<file path="config.mk">
export PLATFORM = sky130hd
export DESIGN_NAME = led_serial_latch
export DESIGN_NICKNAME = d
export VERILOG_FILES = /design/src/rtl/led_sr_pkg.sv /design/src/rtl/sr_shifter.sv /design/src/rtl/lat_decoder.sv /design/src/rtl/mc_commit.sv /design/src/rtl/led_serial_latch.sv
export SDC_FILE = /design/constraint.sdc
export NUM_CORES = 2
export LEC_CHECK = 0
export ABC_AREA = 1
export BUFFER_PORTS_ARGS = -buffer_cell sky130_fd_sc_hd__buf_4
export CAP_MARGIN = 0
export CELL_PAD_IN_SITES_DETAIL_PLACEMENT = 2
export CELL_PAD_IN_SITES_GLOBAL_PLACEMENT = 2
export CORE_AREA = 2 2 736 738
export DETAILED_ROUTE_END_ITERATION = 16
export DIE_AREA = 0 0 738 740
export GPL_ROUTABILITY_DRIVEN = 0
export GPL_TIMING_DRIVEN = 0
export PLACE_DENSITY = 0.49
export RECOVER_POWER = 25
export SYNTH_ARGS = -nofsm -noshare
export SYNTH_HDL_FRONTEND = slang
export SYNTH_HIERARCHICAL = 1
export SYNTH_SLANG_ARGS = --single-unit
</file>
<file path="constraint.sdc">
create_clock -name clk -period 2.15 [get_ports clk]
set_input_delay 0.645 -clock clk [delete_from_list [all_inputs] [get_ports clk]]
set_output_delay 0.645 -clock clk [all_outputs]
set_load 0.01 [all_outputs]
</file>
<file path="src/rtl/led_sr_pkg.sv">
package led_sr_pkg;

    localparam int N_COLORS   = 3;
    localparam int HDR_W      = 8;
    localparam int FC_W       = 5;
    localparam int FC_REPEAT  = 0;
    localparam int FC_TMGRST  = 1;
    localparam int FC_REFRESH = 2;
    localparam int FC_ESPWM   = 3;
    localparam int FC_SHORTV  = 4;

    typedef enum logic [1:0] {
        LAT_GS   = 2'd0,
        LAT_CTRL = 2'd1,
        LAT_BAD  = 2'd2
    } lat_kind_e;

    function automatic lat_kind_e classify(input logic msb,
                                           input logic [HDR_W-1:0] hdr,
                                           input logic [HDR_W-1:0] key);
        if (!msb)
            return LAT_GS;
        else if (hdr == key)
            return LAT_CTRL;
        else
            return LAT_BAD;
    endfunction

endpackage

</file>
<file path="src/rtl/sr_shifter.sv">
module sr_shifter #(
    parameter int W = 769
) (
    input  logic         clk,
    input  logic         rst,
    input  logic         shift_en,
    input  logic         sin,
    input  logic         load,
    input  logic [W-1:0] load_data,
    output logic [W-1:0] q
);
    logic [W-1:0] shifted;

    assign shifted = {q[W-2:0], sin};

    always_ff @(posedge clk) begin
        if (rst)
            q <= '0;
        else if (load)
            q <= load_data;
        else if (shift_en)
            q <= shifted;
    end
endmodule

</file>
<file path="src/rtl/lat_decoder.sv">
module lat_decoder
    import led_sr_pkg::*;
#(
    parameter logic [HDR_W-1:0] KEY = 8'h96
) (
    input  logic             clk,
    input  logic             rst,
    input  logic             lat,
    input  logic             msb,
    input  logic [HDR_W-1:0] hdr,
    input  logic             refresh,
    input  logic             period_end,
    output logic             lat_rise,
    output logic             gs_commit,
    output logic             ctrl_wr,
    output logic             pending
);
    logic      lat_q;
    logic      accept;
    lat_kind_e kind;

    assign kind      = classify(msb, hdr, KEY);
    assign lat_rise  = lat & ~lat_q;
    assign accept    = lat_rise & ~pending;
    assign gs_commit = (pending & period_end) |
                       (accept & (kind == LAT_GS) & ~refresh);
    assign ctrl_wr   = accept & (kind == LAT_CTRL);

    always_ff @(posedge clk) begin
        if (rst) begin
            lat_q   <= 1'b0;
            pending <= 1'b0;
        end else begin
            lat_q <= lat;
            if (pending) begin
                if (period_end)
                    pending <= 1'b0;
            end else if (accept && kind == LAT_GS && refresh) begin
                pending <= 1'b1;
            end
        end
    end
endmodule

</file>
<file path="src/rtl/mc_commit.sv">
module mc_commit #(
    parameter int W = 9
) (
    input  logic         clk,
    input  logic         rst,
    input  logic         ctrl_wr,
    input  logic [W-1:0] new_code,
    input  logic [W-1:0] prev_code,
    output logic [W-1:0] code
);
    always_ff @(posedge clk) begin
        if (rst)
            code <= '0;
        else if (ctrl_wr && new_code == prev_code)
            code <= new_code;
    end
endmodule

</file>
<file path="src/rtl/led_serial_latch.sv">
module led_serial_latch
    import led_sr_pkg::*;
#(
    parameter int              N_CH  = 48,
    parameter int              GS_W  = 16,
    parameter int              DC_W  = 7,
    parameter int              MC_W  = 3,
    parameter int              BC_W  = 7,
    parameter logic [HDR_W-1:0] KEY  = 8'h96,
    localparam int GS_BITS = N_CH * GS_W,
    localparam int SR_W    = GS_BITS + 1,
    localparam int DC_BITS = N_CH * DC_W,
    localparam int MC_BITS = N_COLORS * MC_W,
    localparam int BC_BITS = N_COLORS * BC_W,
    localparam int CTRL_W  = DC_BITS + MC_BITS + BC_BITS + FC_W
) (
    input  logic               clk,
    input  logic               rst,
    input  logic               shift_en,
    input  logic               sin,
    input  logic               sid_load,
    input  logic [SR_W-1:0]    sid_data,
    input  logic               lat,
    input  logic               period_end,
    output logic               sout,
    output logic [GS_BITS-1:0] gs_out,
    output logic [DC_BITS-1:0] dc_out,
    output logic [MC_BITS-1:0] mc_out,
    output logic [BC_BITS-1:0] bc_out,
    output logic [FC_W-1:0]    fc_out
);
    localparam int MC_LSB = DC_BITS;
    localparam int BC_LSB = MC_LSB + MC_BITS;
    localparam int FC_LSB = BC_LSB + BC_BITS;

    logic [SR_W-1:0]    sr_q;
    logic [CTRL_W-1:0]  ctrl_q;
    logic [GS_BITS-1:0] gs_q;
    logic [DC_BITS-1:0] dc_q;
    logic               lat_rise;
    logic               gs_commit;
    logic               ctrl_wr;
    logic               pending;

    sr_shifter #(.W(SR_W)) u_shift (
        .clk       (clk),
        .rst       (rst),
        .shift_en  (shift_en),
        .sin       (sin),
        .load      (sid_load),
        .load_data (sid_data),
        .q         (sr_q)
    );

    lat_decoder #(.KEY(KEY)) u_dec (
        .clk        (clk),
        .rst        (rst),
        .lat        (lat),
        .msb        (sr_q[SR_W-1]),
        .hdr        (sr_q[SR_W-2 -: HDR_W]),
        .refresh    (ctrl_q[FC_LSB + FC_REFRESH]),
        .period_end (period_end),
        .lat_rise   (lat_rise),
        .gs_commit  (gs_commit),
        .ctrl_wr    (ctrl_wr),
        .pending    (pending)
    );

    // The previous write's code sits in the control latch, so no separate candidate store.
    mc_commit #(.W(MC_BITS)) u_mc (
        .clk       (clk),
        .rst       (rst),
        .ctrl_wr   (ctrl_wr),
        .new_code  (sr_q[MC_LSB +: MC_BITS]),
        .prev_code (ctrl_q[MC_LSB +: MC_BITS]),
        .code      (mc_out)
    );

    always_ff @(posedge clk) begin
        if (rst) begin
            ctrl_q <= '0;
            gs_q   <= '0;
            dc_q   <= '0;
        end else begin
            if (ctrl_wr)
                ctrl_q <= sr_q[CTRL_W-1:0];
            if (gs_commit) begin
                gs_q <= sr_q[GS_BITS-1:0];
                dc_q <= ctrl_q[DC_BITS-1:0];
            end
        end
    end

    assign sout   = sr_q[SR_W-1];
    assign gs_out = gs_q;
    assign dc_out = dc_q;
    assign bc_out = ctrl_q[BC_LSB +: BC_BITS];
    assign fc_out = ctrl_q[FC_LSB +: FC_W];
endmodule

</file>
After elaboration in Yosys (flattened, before gate mapping)
Cells that the tools add are included.
- register bits: 2255
- input port bits: 776
- output and inout bits: 1140
- logic and storage cells: 32
- equal/unequal tests: 3
- mux-type cells: 7
- bitwise logic cells: 10
- reductions and logical operators: 5
- operators with widths (operator ; count):
    $mux W769 ; 2
    $eq A9 B9 Y1 ; 1
    $eq A8 B8 Y1 const B ; 1
    $and A1 B1 Y1 ; 6
    $mux W2 ; 2
    $logic_and A1 B1 Y1 ; 3
    $mux W1 ; 3
    $not A1 Y1 ; 3
    $eq A2 B1 Y1 const B ; 1
    $logic_not A2 Y1 ; 1
    $reduce_bool A2 Y1 ; 1
    $or A1 B1 Y1 ; 1

Longest topological paths before layout
- depth after elaboration: 8
- mapped depth: 11
- gate-level depth less buffers: 11

Hierarchy
The synthesis kept the hierarchy.
- by module, submodules not included (module ; times used ; cells each ; area an instance (µm²) ; seq. area each (µm²)):
    led_serial_latch ; 1 ; 8998 ; 59445.8 ; 29528.3
    sr_shifter ; 1 ; 5815 ; 36860.4 ; 15394.8
    mc_commit ; 1 ; 113 ; 631.9 ; 180.2
    lat_decoder ; 1 ; 22 ; 145.1 ; 40.0

Worst setup path before layout
OpenSTA, ideal clock, no wires.
- path kind: in2reg
- from: input port lat
- to: register ctrl_q[0]
- library setup time: 113 ps
- arrival time: 1677 ps
- data required time: 2037 ps
- path slack: 360 ps
- stages: 10
- buffers on the path: 3
- cell sequence: inv_2 -> nor2_4 -> nand4_1 -> nor2_1 -> buf_2 -> buf_6 -> clkbuf_1 -> nand2_1 -> nand2_1 -> nor2_1
- word-level cells in the longest chain between the ends: 3
- ends and longest elaborated chain (item ; RTL line ; RTL):
    from (decl) ; led_serial_latch.sv:23 ; input logic lat,
    $and A1 B1 Y1 ; lat_decoder.sv:23 ; assign lat_rise = lat & ~lat_q;
    via lat_rise ; led_serial_latch.sv:40 ; logic lat_rise;
    $and A1 B1 Y1 ; lat_decoder.sv:24 ; assign accept = lat_rise & ~pending;
    $and A1 B1 Y1 ; lat_decoder.sv:27 ; assign ctrl_wr = accept & (kind == LAT_CTRL);
    via ctrl_wr ; led_serial_latch.sv:42 ; logic ctrl_wr;
    to (signal assigned) ; led_serial_latch.sv:86 ; ctrl_q <= sr_q[CTRL_W-1:0];
    to (decl) ; led_serial_latch.sv:37 ; logic [CTRL_W-1:0] ctrl_q;
The timed path passes the listed nets, and every way through them passes these cells.
A chain may end at the register's enable or synchronous reset.

Final worst setup path
- from: input port sid_load
- to: register u_shift.q[744]
- word-level cells in the longest chain between the ends: 1
- elaborated cells between the ends (all ways): 2
- classes of those cells: mux: 1; reduce/logical: 1
- ends and longest elaborated chain (item ; RTL line ; RTL):
    from (decl) ; led_serial_latch.sv:21 ; input logic sid_load,
    $mux W769 or $reduce_bool A2 Y1 (tied branches) ; - ;
    to (signal assigned) ; sr_shifter.sv:20 ; q <= load_data;
    to (signal assigned) ; sr_shifter.sv:22 ; q <= shifted;
    to (decl) ; sr_shifter.sv:10 ; output logic [W-1:0] q
Several ways; a longest one is shown, not always the timed one.

==> flow_summary.toml <==
[floorplan]
die_y_um = 740
dieArea_um2 = 546000
start_util = 0.180
pin_count = 1916
num_rows = 270
die-width_um = 738
coreArea_um2 = 539000

[worst_setup_path]
critPathBufInv = 6
crit_fanout = 10
worstReg2RegStart = "u_shift/q[768]$_SDFFE_PP0P_"
path_cells = "buf_4 > inv_1 > buf_4 > clkbuf_2 > buf_2 > nand3_1 > nand3_1 > nand2_1 > inv_1"
crit_family = "buffers and inverters"
cp_slowest_stage_delay_ps = 570
cp.arrival_ps = 3020
slowest_stage = "clkbuf_2"
cp-startpoint = "sid_load"
critPathKind = "in2reg"
end_kind = "flop"
critPathLaunchType = "input pin"
required_ps = 3010
worstSetupPathDepth = 9
r2r_cells = 11

[global_route]
grt_overflow = 0
grt_max_degree = 13
grt_usage = 0.217
antenna_found_initial = 271
grt_pass1_vias = 109000
grt_first_pass_wirelength_um = 843000

[synth]
synth-edff-count = 0
synthXorXnorAreaFrac = 0
synth_cells = 14900
synth_compound_area_frac = 0.000309
syn-cell-area_um2 = 97100
yosys_most_used_dff = "dfxtp_1"
yosysSeqAreaShare = 0.465
synth_mux_area_frac = 0
syn-num-nets = 15700
yosys.area_share.simple = 0.401
avgSynthCellArea_um2 = 6.49
yosysTopAreaCell = "dfxtp_1"
synth_common_cells = "nand2_1, nor2_1, dfxtp_1"
netlist_top_cells_area = "dfxtp_1, nand2_1, nor2_1"
synth_warnings = 6
synth_cell_types = 25
synthAdderAreaFrac = 0
synth.ff_latch_count = 2255
synth.most_common_cell = "nand2_1"
synth_top_family_by_area = "simple AND/OR/NAND/NOR gates"
synth_top_area_frac = 0.465
postSynth.asyncResetShare = 0

[timing]
relSlewSlack = 0.0807
fin_ws_ps = -11.6
worst_pin_slew_ps = 1380
rsz0062_at_grt = "yes"
final.setup_skew_ps = 58.0
fin_crit_ps = 2160
fin_crit_sh = 1.01
fmax_ghz = 0.463
setup_viol = 2
setup-tns-final_ps = -21.0
drv_slew = 0
hold_violations = 0

[placement]
io_buffers = 1913
dp_hpwl_um = 496000
placed_area_um2 = 120000
post-place-ws_ps = -1610
dp.cells = 24100

[flow_run]
cap_viol_max_count = 0

[route]
postRouteAntennaNets = 0
drc_errors = 0
wl_per_cell_um = 24.3
drt-vias-per-instance = 4.02
vias = 102000
drt_iter0_drc = 3945
drtPass1Iterations = 5
drt-total-wl_um = 616000

[cells_and_area]
instances_no_fill = 25400
drive_above_1_share = 0.233
syn2layout_area_growth_pct = 48.3
stdcell_area_um2 = 144000
fin_util = 0.267
num-nets-final = 18700

[power]
vdd_drop_max_v = 0.000590
switching_power_mw = 35.9
switching_share = 0.302
intPower_mw = 83.1
cellPowerDensity_nw_per_um2 = 827
p_leak_nw = 69.7
pwr-share-comb = 0.165
p_clk_frac = 0.445
seqPwrFrac = 0.390

[cts]
cts.sinks = 2255
h-tree-depth = 5
clkLatencyLatePin_ps = 970
cts_tree = "done"
numCtsBuffers = 315
clk_pin_slew_ps = 60
cts_root_buf = "clkbuf_16"
cts_buffer_depth = 4

[hold_path]
whs_path_depth = 5
min_path_type = "in2reg"
hold_start = "sid_data[263]"

[status]
outcome = "complete, but fails checks"
failed_checks = "negative setup slack"
==> tightest hold or removal path: stages <==
cell and delay [ps]:
buf_4 90, nand2_1 80, nand3_1 90, nand2_1 40, inv_1 40
==> repair_timing <==
action                     in CTS  in global routing
hold endpoints to repair      632                  0
buffers inserted               57                  9
gates resized for setup      1815                397
pin swaps                       3                119
gates cloned                    2                 22
hold buffers                  634                  0
setup endpoints to repair    3160               1682
==> registers in the layout, summed over array words and instances, names as in the netlist <==
| name | flops |
|---|---|
| u_shift/q | 769 |
| gs_out | 768 |
| ctrl_q | 371 |
| u_dec/lat_q | 1 |
| u_dec/pending | 1 |
| u_mc/code | 9 |
| dc_out | 336 |
==> layout by cell type (no fill, tap or decap), types with 394 or more instances in the layout <==
| master | synthesis | final |
|---|---|---|
| buf_6 | 132 | 834 |
| buf_2 | 552 | 394 |
| nor2_1 | 2982 | 2930 |
| dlygate4sd3_1 | 0 | 633 |
| dfxtp_2 | 0 | 752 |
| nand2_1 | 5301 | 5296 |
| inv_1 | 1892 | 1892 |
| buf_4 | 151 | 1312 |
| nand3_1 | 1544 | 1544 |
| dfxtp_1 | 2255 | 1403 |
==> logic make-up (layout without fill, tap and decap cells) <==
logic type,Yosys count,after routing
buffers and inverters,2847,6011
other,0,91
AOI/OAI and AO/OA,5,5
DFF,2255,2255
and+or+nand+nor,9841,9841
==> layout make-up <==
class                      count  area, µm²
clock inverter                82        817
clock buffer                 471       9300
antenna                       91        228
buffer                       920       6540
tap                         7208       9020
multi-input combinational   9846      39300
sequential                  2255      46500
fill                       64000     395000
timing repair buffer        2636      25200
inverter                    1902       7140
==> routing by layer <==
layer	share of wire	track usage	up-vias
li1	-	-	50100
met1	0.41	0.254	49000
met2	0.48	0.380	2200
met3	0.069	0.0637	893
met4	0.035	0.0611	90
met5	0.00096	0	-
==> metrics by stage <==
| stage | hold WS [ps] | power [mW] |
|---|---|---|
| global route | 44.9 | 125 |
| global placement | 459 | 64.6 |
| CTS | 0.275 | 122 |
| floorplan | 449 | 54.7 |
| detailed placement | 467 | 64.8 |
| finish | 92.2 | 119 |
==> worst paths after layout <==
path	to	slack, ps
setup / recovery	u_shift/q[744]$_SDFFE_PP0P_	-10
hold reg to reg	ctrl_q[140]$_SDFFE_PP0P_	460
hold / removal	u_shift/q[263]$_SDFFE_PP0P_	90
setup reg to reg	ctrl_q[282]$_SDFFE_PP0P_	50
==> power groups by stage <==
stage / logic [mW] / clock network, mW / registers [mW]
after global routing: 21.6 / 56.8 / 46.8
after floorplan: 7.58 / 0 / 47.1
final: 19.6 / 52.9 / 46.5
after detailed placement: 17.8 / 0 / 47.0
after global placement: 17.7 / 0 / 47.0
after CTS: 20.0 / 55.2 / 46.5
No activity file was read; power rests on OpenSTA's default activity.
